--- src/rtl/stim_pkg.sv ---
package stim_pkg;
  localparam int unsigned REG_W = 32;
  localparam logic [31:0] STIM_SEED = 32'h5A5A_0000;
  localparam logic [7:0] OFS_CTRL = 8'h00;
  localparam logic [7:0] OFS_ITER = 8'h04;
endpackage

--- src/rtl/stim_rom.sv ---
module stim_rom #(
  parameter int unsigned SAMP_W = 32,
  parameter int unsigned LANES  = 4,
  parameter int unsigned BA_W   = 15
) (
  input  logic [BA_W-1:0]         addr_i,
  output logic [SAMP_W*LANES-1:0] data_o
);
  import stim_pkg::*;
  // contents are a fixed function of sample index
  for (genvar l = 0; l < LANES; l++) begin : g_lane
    logic [31:0] idx;
    assign idx = 32'(addr_i) * LANES + l;
    assign data_o[l*SAMP_W +: SAMP_W] = SAMP_W'(idx) ^ SAMP_W'(STIM_SEED);
  end
endmodule

--- src/rtl/stim_seq.sv ---
module stim_seq #(
  parameter int unsigned DATA_W = 128,
  parameter int unsigned BEATS  = 30720,
  parameter int unsigned BA_W   = 15
) (
  input  logic              clk_i,
  input  logic              rst_ni,
  input  logic              start_i,
  input  logic              stop_i,
  input  logic              tready_i,
  output logic              tvalid_o,
  output logic [DATA_W-1:0] tdata_o,
  output logic [BA_W-1:0]   rom_addr_o,
  input  logic [DATA_W-1:0] rom_data_i,
  output logic              run_o,
  output logic              iter_done_o,
  output logic              first_acc_o
);
  localparam logic [BA_W-1:0] LAST = BA_W'(BEATS - 1);

  logic            run_q, first_pend_q, vld_q, first_q, last_q, pulse_q;
  logic [BA_W-1:0] addr_q;
  logic [DATA_W-1:0] data_q;
  logic hs, load;

  assign hs   = vld_q & tready_i;
  assign load = run_q & (~vld_q | tready_i);

  always_ff @(posedge clk_i or negedge rst_ni) begin
    if (!rst_ni) begin
      run_q        <= 1'b0;
      first_pend_q <= 1'b0;
      vld_q        <= 1'b0;
      first_q      <= 1'b0;
      last_q       <= 1'b0;
      addr_q       <= '0;
      data_q       <= '0;
      pulse_q      <= 1'b0;
    end else begin
      pulse_q <= hs & first_q;
      if (start_i) begin
        run_q        <= 1'b1;
        addr_q       <= '0;
        first_pend_q <= 1'b1;
        // a beat parked from the old run loses its tags
        first_q      <= 1'b0;
        last_q       <= 1'b0;
        if (hs) vld_q <= 1'b0;
      end else begin
        if (stop_i) run_q <= 1'b0;
        if (load) begin
          vld_q        <= 1'b1;
          data_q       <= rom_data_i;
          first_q      <= first_pend_q;
          last_q       <= (addr_q == LAST);
          addr_q       <= (addr_q == LAST) ? '0 : addr_q + 1'b1;
          first_pend_q <= 1'b0;
        end else if (hs) begin
          vld_q <= 1'b0;
        end
      end
    end
  end

  assign tvalid_o    = vld_q;
  assign tdata_o     = data_q;
  assign rom_addr_o  = addr_q;
  assign run_o       = run_q;
  assign iter_done_o = hs & last_q;
  assign first_acc_o = pulse_q;
endmodule

--- src/rtl/stim_regs.sv ---
module stim_regs #(
  parameter int unsigned ADDR_W = 4,
  parameter int unsigned CNT_W  = 32
) (
  input  logic              clk_i,
  input  logic              rst_ni,
  input  logic              wr_en_i,
  input  logic [ADDR_W-1:0] wr_addr_i,
  input  logic [31:0]       wr_data_i,
  input  logic              rd_en_i,
  input  logic [ADDR_W-1:0] rd_addr_i,
  output logic [31:0]       rd_data_o,
  output logic              rd_valid_o,
  input  logic              run_i,
  input  logic              iter_done_i,
  output logic              start_o,
  output logic              stop_o,
  output logic [CNT_W-1:0]  iter_cnt_o
);
  import stim_pkg::*;
  localparam logic [CNT_W-1:0] CNT_MAX = '1;

  logic             ctrl_wr;
  logic [CNT_W-1:0] cnt_q;
  logic [31:0]      rd_q;
  logic             rdv_q;

  assign ctrl_wr = wr_en_i & (wr_addr_i == ADDR_W'(OFS_CTRL));
  assign start_o = ctrl_wr & wr_data_i[0] & ~run_i;
  assign stop_o  = ctrl_wr & ~wr_data_i[0];

  always_ff @(posedge clk_i or negedge rst_ni) begin
    if (!rst_ni) begin
      cnt_q <= '0;
    end else if (start_o) begin
      cnt_q <= '0;
    end else if (iter_done_i && cnt_q != CNT_MAX) begin
      cnt_q <= cnt_q + 1'b1;
    end
  end

  always_ff @(posedge clk_i or negedge rst_ni) begin
    if (!rst_ni) begin
      rd_q  <= '0;
      rdv_q <= 1'b0;
    end else begin
      rdv_q <= rd_en_i;
      if (rd_en_i) begin
        if (rd_addr_i == ADDR_W'(OFS_CTRL))      rd_q <= {31'd0, run_i};
        else if (rd_addr_i == ADDR_W'(OFS_ITER)) rd_q <= 32'(cnt_q);
        else                                     rd_q <= '0;
      end
    end
  end

  assign rd_data_o  = rd_q;
  assign rd_valid_o = rdv_q;
  assign iter_cnt_o = cnt_q;
endmodule

--- src/rtl/stim_replay_top.sv ---
module stim_replay_top #(
  parameter int unsigned DATA_W       = 128,
  parameter int unsigned SAMP_W       = 32,
  parameter int unsigned ITER_SAMPLES = 122880,
  parameter int unsigned CNT_W        = 32,
  parameter int unsigned ADDR_W       = 4
) (
  input  logic              clk_i,
  input  logic              rst_ni,
  input  logic              reg_wr_en_i,
  input  logic [ADDR_W-1:0] reg_wr_addr_i,
  input  logic [31:0]       reg_wr_data_i,
  input  logic              reg_rd_en_i,
  input  logic [ADDR_W-1:0] reg_rd_addr_i,
  output logic [31:0]       reg_rd_data_o,
  output logic              reg_rd_valid_o,
  output logic              m_tvalid_o,
  input  logic              m_tready_i,
  output logic [DATA_W-1:0] m_tdata_o,
  output logic              run_start_o
);
  localparam int unsigned LANES = DATA_W / SAMP_W;
  localparam int unsigned BEATS = ITER_SAMPLES / LANES;
  localparam int unsigned BA_W  = (BEATS > 1) ? $clog2(BEATS) : 1;

  logic              start_w, stop_w, run_w, iter_done_w;
  logic [BA_W-1:0]   rom_addr_w;
  logic [DATA_W-1:0] rom_data_w;
  logic [CNT_W-1:0]  iter_cnt_w;

  stim_rom #(.SAMP_W(SAMP_W), .LANES(LANES), .BA_W(BA_W)) u_rom (
    .addr_i(rom_addr_w),
    .data_o(rom_data_w)
  );

  stim_seq #(.DATA_W(DATA_W), .BEATS(BEATS), .BA_W(BA_W)) u_seq (
    .clk_i      (clk_i),
    .rst_ni     (rst_ni),
    .start_i    (start_w),
    .stop_i     (stop_w),
    .tready_i   (m_tready_i),
    .tvalid_o   (m_tvalid_o),
    .tdata_o    (m_tdata_o),
    .rom_addr_o (rom_addr_w),
    .rom_data_i (rom_data_w),
    .run_o      (run_w),
    .iter_done_o(iter_done_w),
    .first_acc_o(run_start_o)
  );

  stim_regs #(.ADDR_W(ADDR_W), .CNT_W(CNT_W)) u_regs (
    .clk_i      (clk_i),
    .rst_ni     (rst_ni),
    .wr_en_i    (reg_wr_en_i),
    .wr_addr_i  (reg_wr_addr_i),
    .wr_data_i  (reg_wr_data_i),
    .rd_en_i    (reg_rd_en_i),
    .rd_addr_i  (reg_rd_addr_i),
    .rd_data_o  (reg_rd_data_o),
    .rd_valid_o (reg_rd_valid_o),
    .run_i      (run_w),
    .iter_done_i(iter_done_w),
    .start_o    (start_w),
    .stop_o     (stop_w),
    .iter_cnt_o (iter_cnt_w)
  );
endmodule

--- config.mk ---
export PLATFORM = sky130hd
export DESIGN_NAME = stim_replay_top
export DESIGN_NICKNAME = d
export VERILOG_FILES = /design/src/rtl/stim_pkg.sv /design/src/rtl/stim_rom.sv /design/src/rtl/stim_seq.sv /design/src/rtl/stim_regs.sv /design/src/rtl/stim_replay_top.sv
export SDC_FILE = /design/constraint.sdc
export NUM_CORES = 1
export LEC_CHECK = 0
export BUFFER_PORTS_ARGS = -buffer_cell sky130_fd_sc_hd__buf_2
export CAP_MARGIN = 25
export CORE_UTILIZATION = 54
export DETAILED_ROUTE_END_ITERATION = 6
export GPL_TIMING_DRIVEN = 0
export PLACE_DENSITY = 0.95
export SLEW_MARGIN = 20
export SYNTH_ARGS = -nofsm -noshare
export SYNTH_HDL_FRONTEND = slang
export SYNTH_SLANG_ARGS = --single-unit
--- constraint.sdc ---
create_clock -name clk_i -period 3.6 [get_ports clk_i]
set_clock_uncertainty 0.1 [all_clocks]
set_input_delay 0.54 -clock clk_i [delete_from_list [all_inputs] [get_ports clk_i]]
set_output_delay 0.54 -clock clk_i [all_outputs]
set_load 0.005 [all_outputs]
==> impl_metrics.py, run 1 <==
metrics = {
    "outcome": {
        "status": "complete, no violations",
    },
    "sta": {
        "max_freq_ghz": 0.3635,
        "layout_setup_ws_ns": 0.8487,
        "final.min_clock_period_ns": 2.751,
        "fin_crit_sh": 0.7642,
        "rsz0062_at_grt": "no",
        "tightest_slew_ns": 0.9959,
        "hold_viol": 0,
        "slew_headroom": 0.3304,
        "fin_tns_setup_ns": 0,
        "slew_viol_final": 0,
        "setup_violations": 0,
    },
    "drt": {
        "ant_nets": 0,
        "drt_iter0_drc": 393,
        "vias": 4958,
        "routed_wl_um": 12470,
        "drc_errors": 0,
        "viasPerCell": 5.154,
        "wire_per_inst_um": 12.96,
        "dr.pass1.iters": 5,
    },
    "die": {
        "core_um2": 9910,
        "rows": 36,
        "die_h_um": 103.8,
        "io_pins": 208,
        "start_util": 0.5644,
        "chipWidth_um": 103.8,
        "dieArea_um2": 10770,
    },
    "placement": {
        "gp_congestion": 0.8874,
        "dp_hpwl_um": 9028,
        "dpl.cell_count": 944,
        "port_buffers": 144,
        "place_worst_setup_slack_ns": 0.6231,
    },
    "clock_tree": {
        "clock_latency_ns": 0.38,
        "cts_buffers": 9,
        "cts.sinks": 102,
        "clkTransAtPathRegs_ns": 0.10,
        "htreeDepth": 3,
        "clk_path_buf_depth": 2,
        "tritoncts": "done",
        "root_buffer": "clkbuf_8",
    },
    "synth": {
        "ys_ff_latch": 102,
        "synth-edff-count": 0,
        "ys_types": 46,
        "ys_async_sr_fraction": 1.000,
        "netlist_area_um2": 5593,
        "yosysWarnings": 0,
        "synth_area_per_cell_um2": 8.808,
        "ys.flop_type": "dfrtp_1",
        "seq_area_frac_synth": 0.4564,
        "syn_inst": 635,
    },
    "final_layout": {
        "final_common_cell": "buf_2",
        "final_cells": 962,
        "seqCellArea_um2": 2552,
        "fillers": 799,
        "n_antenna_cell": 0,
        "layout_common_cells": "buf_2 (144), buf_4 (113), nand2_1 (102), dfrtp_1 (102), o21ai_0 (61)",
        "drive_above_1_share": 0.3583,
        "multi_input_area_um2": 2069,
        "syn_to_final_growth_pct": 22.68,
        "num-nets-final": 871,
    },
    "min_path": {
        "worst_hold_path_type": "input port to register",
        "hold_path_depth": 1,
    },
    "power_and_ir_drop": {
        "powerDensity_nw_per_um2": 374.9,
        "vdd_drop_max_mv": 0.2577,
        "p_leak_nw": 3.478,
    },
    "critical_path": {
        "startpoint_type": "register",
        "worst-path-max-fanout": 10,
        "worstPathRequired_ns": 3.80,
        "r2r_slack_ns": 0.85,
        "worstSetupPathType": "register to register",
        "crit_arrival_ns": 2.95,
        "crit_end": "u_seq.rom_addr_o[13]",
        "critPathSlowestCell": "a31oi_1",
        "max_stage_delay_ns": 0.49,
        "timing.rr.end": "u_seq.rom_addr_o[13]",
        "reg2regPathDepth": 8,
        "end_kind": "register",
        "path_cells": "ha_1, and4_1, clkbuf_1, and4_1, a31oi_1, clkbuf_1, a21oi_1, o21ai_0",
        "r2r_start": "u_seq.rom_addr_o[0]",
        "cp-startpoint": "u_seq.rom_addr_o[0]",
    },
    "global_routing": {
        "track_usage": 0.2347,
        "grt_overflow": 0,
        "grt_max_degree": 76,
        "grt_pass1_wl_um": 20630,
        "antenna_found_initial": 0,
        "grt_pass1_vias": 4357,
    },
    "run": {
        "drv_cap": 0,
    },
}
## what timing repair did
| action | 4_1_cts | 5_1_grt |
|---|---|---|
| setup buffers | 0 | 0 |
| endpoints found under the setup margin | 0 | 0 |
| gates resized for setup | 0 | 0 |
| hold buffers | 1 | 0 |
| endpoints found under the hold margin | 27 | 0 |
## power breakdown
part	switching, mW	total [mW]	internal [mW]
Combinational	0.248	0.491	0.242
Sequential	0.109	1.33	1.22
Clock	0.406	0.752	0.345
Total	0.764	2.57	1.81
## synthesized netlist by cell type (all sizes together) (2+ instances only)
cell	n	area share
or4b	2	0.0036
and2	5	0.0056
a21oi	33	0.030
nor2	12	0.0081
o31ai	13	0.017
nand2	102	0.068
xor2	2	0.0031
o21ai	61	0.055
dfrtp	102	0.46
inv	41	0.028
nor4	3	0.0034
or3	21	0.024
nand2b	4	0.0045
nand4	15	0.017
o21a	2	0.0027
nand3	18	0.017
clkbuf	18	0.012
and4	11	0.018
and3	10	0.011
or4	8	0.011
mux2	2	0.0040
nor3	7	0.0063
ha	2	0.0045
o211ai	3	0.0040
a21o	3	0.0040
a31oi	7	0.0078
a31o	3	0.0047
buf	115	0.15
## worst min path at each step
stage	startpoint	end	slack [ns]
final	reg_rd_en_i	u_regs.rd_valid_o	0.29
after global routing	reg_rd_en_i	u_regs.rd_valid_o	0.28
after CTS	reg_rd_en_i	u_regs.rd_valid_o	0.28
after detailed placement	rst_ni	u_regs.rd_data_o[6]	0.33
after global placement	u_seq.rom_addr_o[10]	u_seq.rom_addr_o[10]	0.38
after floorplan	rst_ni	u_regs.iter_cnt_o[0]	0.14
## metal layers
| metal | vias up | wire length [um] | global-route usage |
|---|---|---|---|
| li1 | 2419 | - | - |
| met3 | 28 | 843 | 0.04028 |
| met1 | 2296 | 5383 | 0.3143 |
| met2 | 215 | 5913 | 0.3797 |
| met4 | 0 | 331 | 0.09694 |
| met5 | - | 0 | 0 |
## cell type report
| cell class | count | area share |
|---|---|---|
| well taps | 133 | 0.02425 |
| multi-input cells | 390 | 0.3016 |
| clock buffers | 10 | 0.02006 |
| plain buffers | 133 | 0.1360 |
| repair buffers | 147 | 0.1136 |
| flip-flops and latches | 102 | 0.3720 |
| inverters | 41 | 0.02243 |
| clock inverters | 6 | 0.01003 |
## flip-flops by register name, indices dropped and copies added (netlist names), 15 cells and up
signal,cells
u_regs.iter_cnt_o,32
u_regs.rd_data_o,32
u_seq.rom_addr_o,15
u_seq.tdata_o,16
## per-stage QoR
stage	instance area, um^2	hold slack (ns)	power (mW)	util
2_1_floorplan	5709	0.1444	1.633	-
3_3_place_gp	6596	0.3829	1.807	0.6657
3_5_place_dp	6630	0.3322	1.835	0.6691
4_1_cts	6847	0.2816	2.578	0.6909
5_1_grt	6862	0.2829	2.698	0.6924
6_report	6862	0.2860	2.573	0.6924
## critical path, delay by kind of cell, from the launching register on
kind | cells | cell delay [ns]
AO/OA/AOI/OAI | 3 | 0.82
adder cells (fa/ha/maj) | 1 | 0.25
buffers and inverters | 2 | 0.61
flip-flops | 1 | 0.44
AND/OR/NAND/NOR | 2 | 0.46
## cell families (layout without fill, tap and decap cells)
logic type	after synthesis	count (layout)	synth area share
AO/OA/AOI/OAI	130	130	0.1329
XOR/XNOR	2	2	0.003133
adder cells (fa/ha/maj)	2	2	0.004474
buffers and inverters	174	337	0.1944
flip-flops	102	102	0.4564
multiplexers	3	3	0.005816
other	1	32	0.0006705
AND/OR/NAND/NOR	221	221	0.2022
Power figures use the tool's default switching activity.
==> run 2, diff against run 1 <==
--- a/config.mk
+++ b/config.mk
@@ -7,10 +7,10 @@
 export LEC_CHECK = 0
 export BUFFER_PORTS_ARGS = -buffer_cell sky130_fd_sc_hd__buf_2
 export CAP_MARGIN = 25
-export CORE_UTILIZATION = 54
+export CORE_UTILIZATION = 45
 export DETAILED_ROUTE_END_ITERATION = 6
 export GPL_TIMING_DRIVEN = 0
-export PLACE_DENSITY = 0.95
+export PLACE_DENSITY = 0.88
 export SLEW_MARGIN = 20
 export SYNTH_ARGS = -nofsm -noshare
 export SYNTH_HDL_FRONTEND = slang
==> constraint.sdc (replaced) <==
create_clock -name clk_i -period 2.25 [get_ports clk_i]
set_clock_uncertainty 0.1 [all_clocks]
set_input_delay 0.3375 -clock clk_i [delete_from_list [all_inputs] [get_ports clk_i]]
set_output_delay 0.3375 -clock clk_i [all_outputs]
set_load 0.005 [all_outputs]
==> run 2 against run 1 <==
Effect of this change: design area increased by 4.9%; highest routed layer unchanged; critical endpoint is now u_regs.iter_cnt_o[28]; sequential cell count did not move; total power increased by 78%; global-route usage shrank 3.5 points; combinational power grew 74%.
==> impl_metrics.py, run 2 (synthesis gave the netlist of run 1 again) <==
metrics = {
    "drt": {
        "dr.pass1.iters": 5,
        "vias": 4967,
        "drt_iter0_drc": 283,
        "routed_wl_um": 12840,
        "wire_per_inst_um": 12.84,
        "ant_nets": 0,
        "drc_errors": 0,
        "viasPerCell": 4.967,
    },
    "final_layout": {
        "layout_common_cells": "buf_2 (143), buf_4 (120), nand2_1 (101)",
        "num-nets-final": 875,
        "final_common_cell": "buf_2",
        "drive_above_1_share": 0.3978,
        "final_core_util": 0.5968,
        "syn_to_final_growth_pct": 28.70,
        "n_antenna_cell": 0,
    },
    "critical_path": {
        "cp_common_cell": "or3_4",
        "worstSetupPathType": "register to register",
        "worst-path-max-fanout": 10,
        "r2r_slack_ns": 0.03,
        "worstPathRequired_ns": 2.43,
        "end_kind": "register",
        "reg2regPathDepth": 6,
        "critPathSlowestCell": "or4_4",
        "max_stage_delay_ns": 0.49,
        "r2r_start": "u_regs.iter_cnt_o[17]",
        "cp-startpoint": "u_regs.iter_cnt_o[17]",
        "crit_arrival_ns": 2.40,
        "startpoint_type": "register",
        "path_cells": "nand3_4, or3_4, buf_6, or3_4, or4_4, a21oi_2",
    },
    "global_routing": {
        "grt_pass1_vias": 4226,
        "antenna_found_initial": 0,
        "grt_pass1_wl_um": 20580,
        "grt_max_degree": 58,
        "track_usage": 0.1996,
        "grt_overflow": 0,
    },
    "sta": {
        "final.min_clock_period_ns": 2.218,
        "fin_tns_setup_ns": 0,
        "fin_crit_sh": 0.9859,
        "hold_viol": 0,
        "layout_setup_ws_ns": 0.03169,
        "setup_violations": 0,
        "slew_viol_final": 0,
        "slew_headroom": 0.5172,
        "max_freq_ghz": 0.4508,
        "rsz0062_at_grt": "yes",
        "tightest_slew_ns": 0.7215,
    },
    "placement": {
        "gp_congestion": 0.8594,
        "dp_hpwl_um": 8990,
        "place_worst_setup_slack_ns": -0.4846,
        "port_buffers": 144,
    },
    "outcome": {
        "status": "complete, no violations",
    },
    "power_and_ir_drop": {
        "p_total_mw": 4.577,
        "powerDensity_nw_per_um2": 635.9,
        "vdd_drop_max_mv": 0.3620,
        "p_leak_nw": 3.574,
    },
    "die": {
        "io_pins": 208,
        "start_util": 0.4637,
        "die_h_um": 113.5,
        "dieArea_um2": 12880,
        "chipWidth_um": 113.5,
        "rows": 40,
        "core_um2": 12060,
    },
    "run": {
        "drv_cap": 0,
    },
    "clock_tree": {
        "cts.sinks": 102,
        "clock_latency_ns": 0.35,
        "root_buffer": "clkbuf_16",
        "tritoncts": "done",
        "clkTransAtPathRegs_ns": 0.07,
        "htreeDepth": 3,
        "cts_buffers": 9,
        "clk_path_buf_depth": 2,
    },
    "min_path": {
        "worst_hold_path_type": "input port to register",
        "hold_path_depth": 1,
        "hp-start": "reg_rd_en_i",
    },
}
## run 2: cell types whose count changed in the layout (fill, tap and decap cells not counted), sizes merged
cell    change
buf         +7
clkbuf      -1
clkinv      -1
inv         -2
## run 2: worst paths after layout
path,end
max,u_regs.iter_cnt_o[28]
min,u_regs.rd_valid_o
max reg2reg,u_regs.iter_cnt_o[28]
min reg2reg,u_seq.rom_addr_o[10]
max in group asynchronous,u_regs.iter_cnt_o[0]
min in group asynchronous,u_regs.rd_data_o[30]
## run 2: stage by stage
step	hold slack, ns	instances	cell area (um^2)
2_1_floorplan	-0.05809	666	5719
3_3_place_gp	0.3884	978	6650
3_5_place_dp	0.2024	979	6684
4_1_cts	0.09127	1001	7113
5_1_grt	0.09987	1000	7198
6_report	0.09523	1000	7198
## run 2: critical path: cells and delay by family (launching register included)
family	cells	cell delay [ns]
and+or+nand+nor	4	1.36
AOI/OAI and AO/OA	1	0.12
buffers and inverters	1	0.15
DFF	1	0.42
## run 2: area by class of cell
type | instances | area, um^2
fill | 1032 | 4863
sequential | 102 | 2565
multi-input combinational | 390 | 2188
buffer | 130 | 939.7
timing repair buffer | 154 | 832.0
clock buffer | 12 | 266.5
tap | 168 | 210.2
inverter | 41 | 153.9
clock inverter | 3 | 42.54
## run 2: metal layers
layer  track usage  vias to the layer above  share of wire
li1              -                     2428              -
met1        0.2754                     2294           0.43
met2        0.3122                      224           0.48
met3       0.03401                       21          0.075
met4       0.08246                        0          0.017
met5             0                        -              0
## run 2: where the power goes
group | internal, mW | switching [mW] | total, mW
Sequential | 1.96 | 0.167 | 2.12
Clock | 0.945 | 0.656 | 1.60
Combinational | 0.431 | 0.421 | 0.852
Total | 3.33 | 1.24 | 4.58
## run 2: what timing repair did
item                                    in CTS  in global routing
endpoints found under the setup margin      34                 33
endpoints found under the hold margin       45                  0
pin swaps                                    1                  2
gates cloned                                 0                  0
hold buffers                                 1                  0
resized for setup                           17                 25
buffers inserted                             6                  1
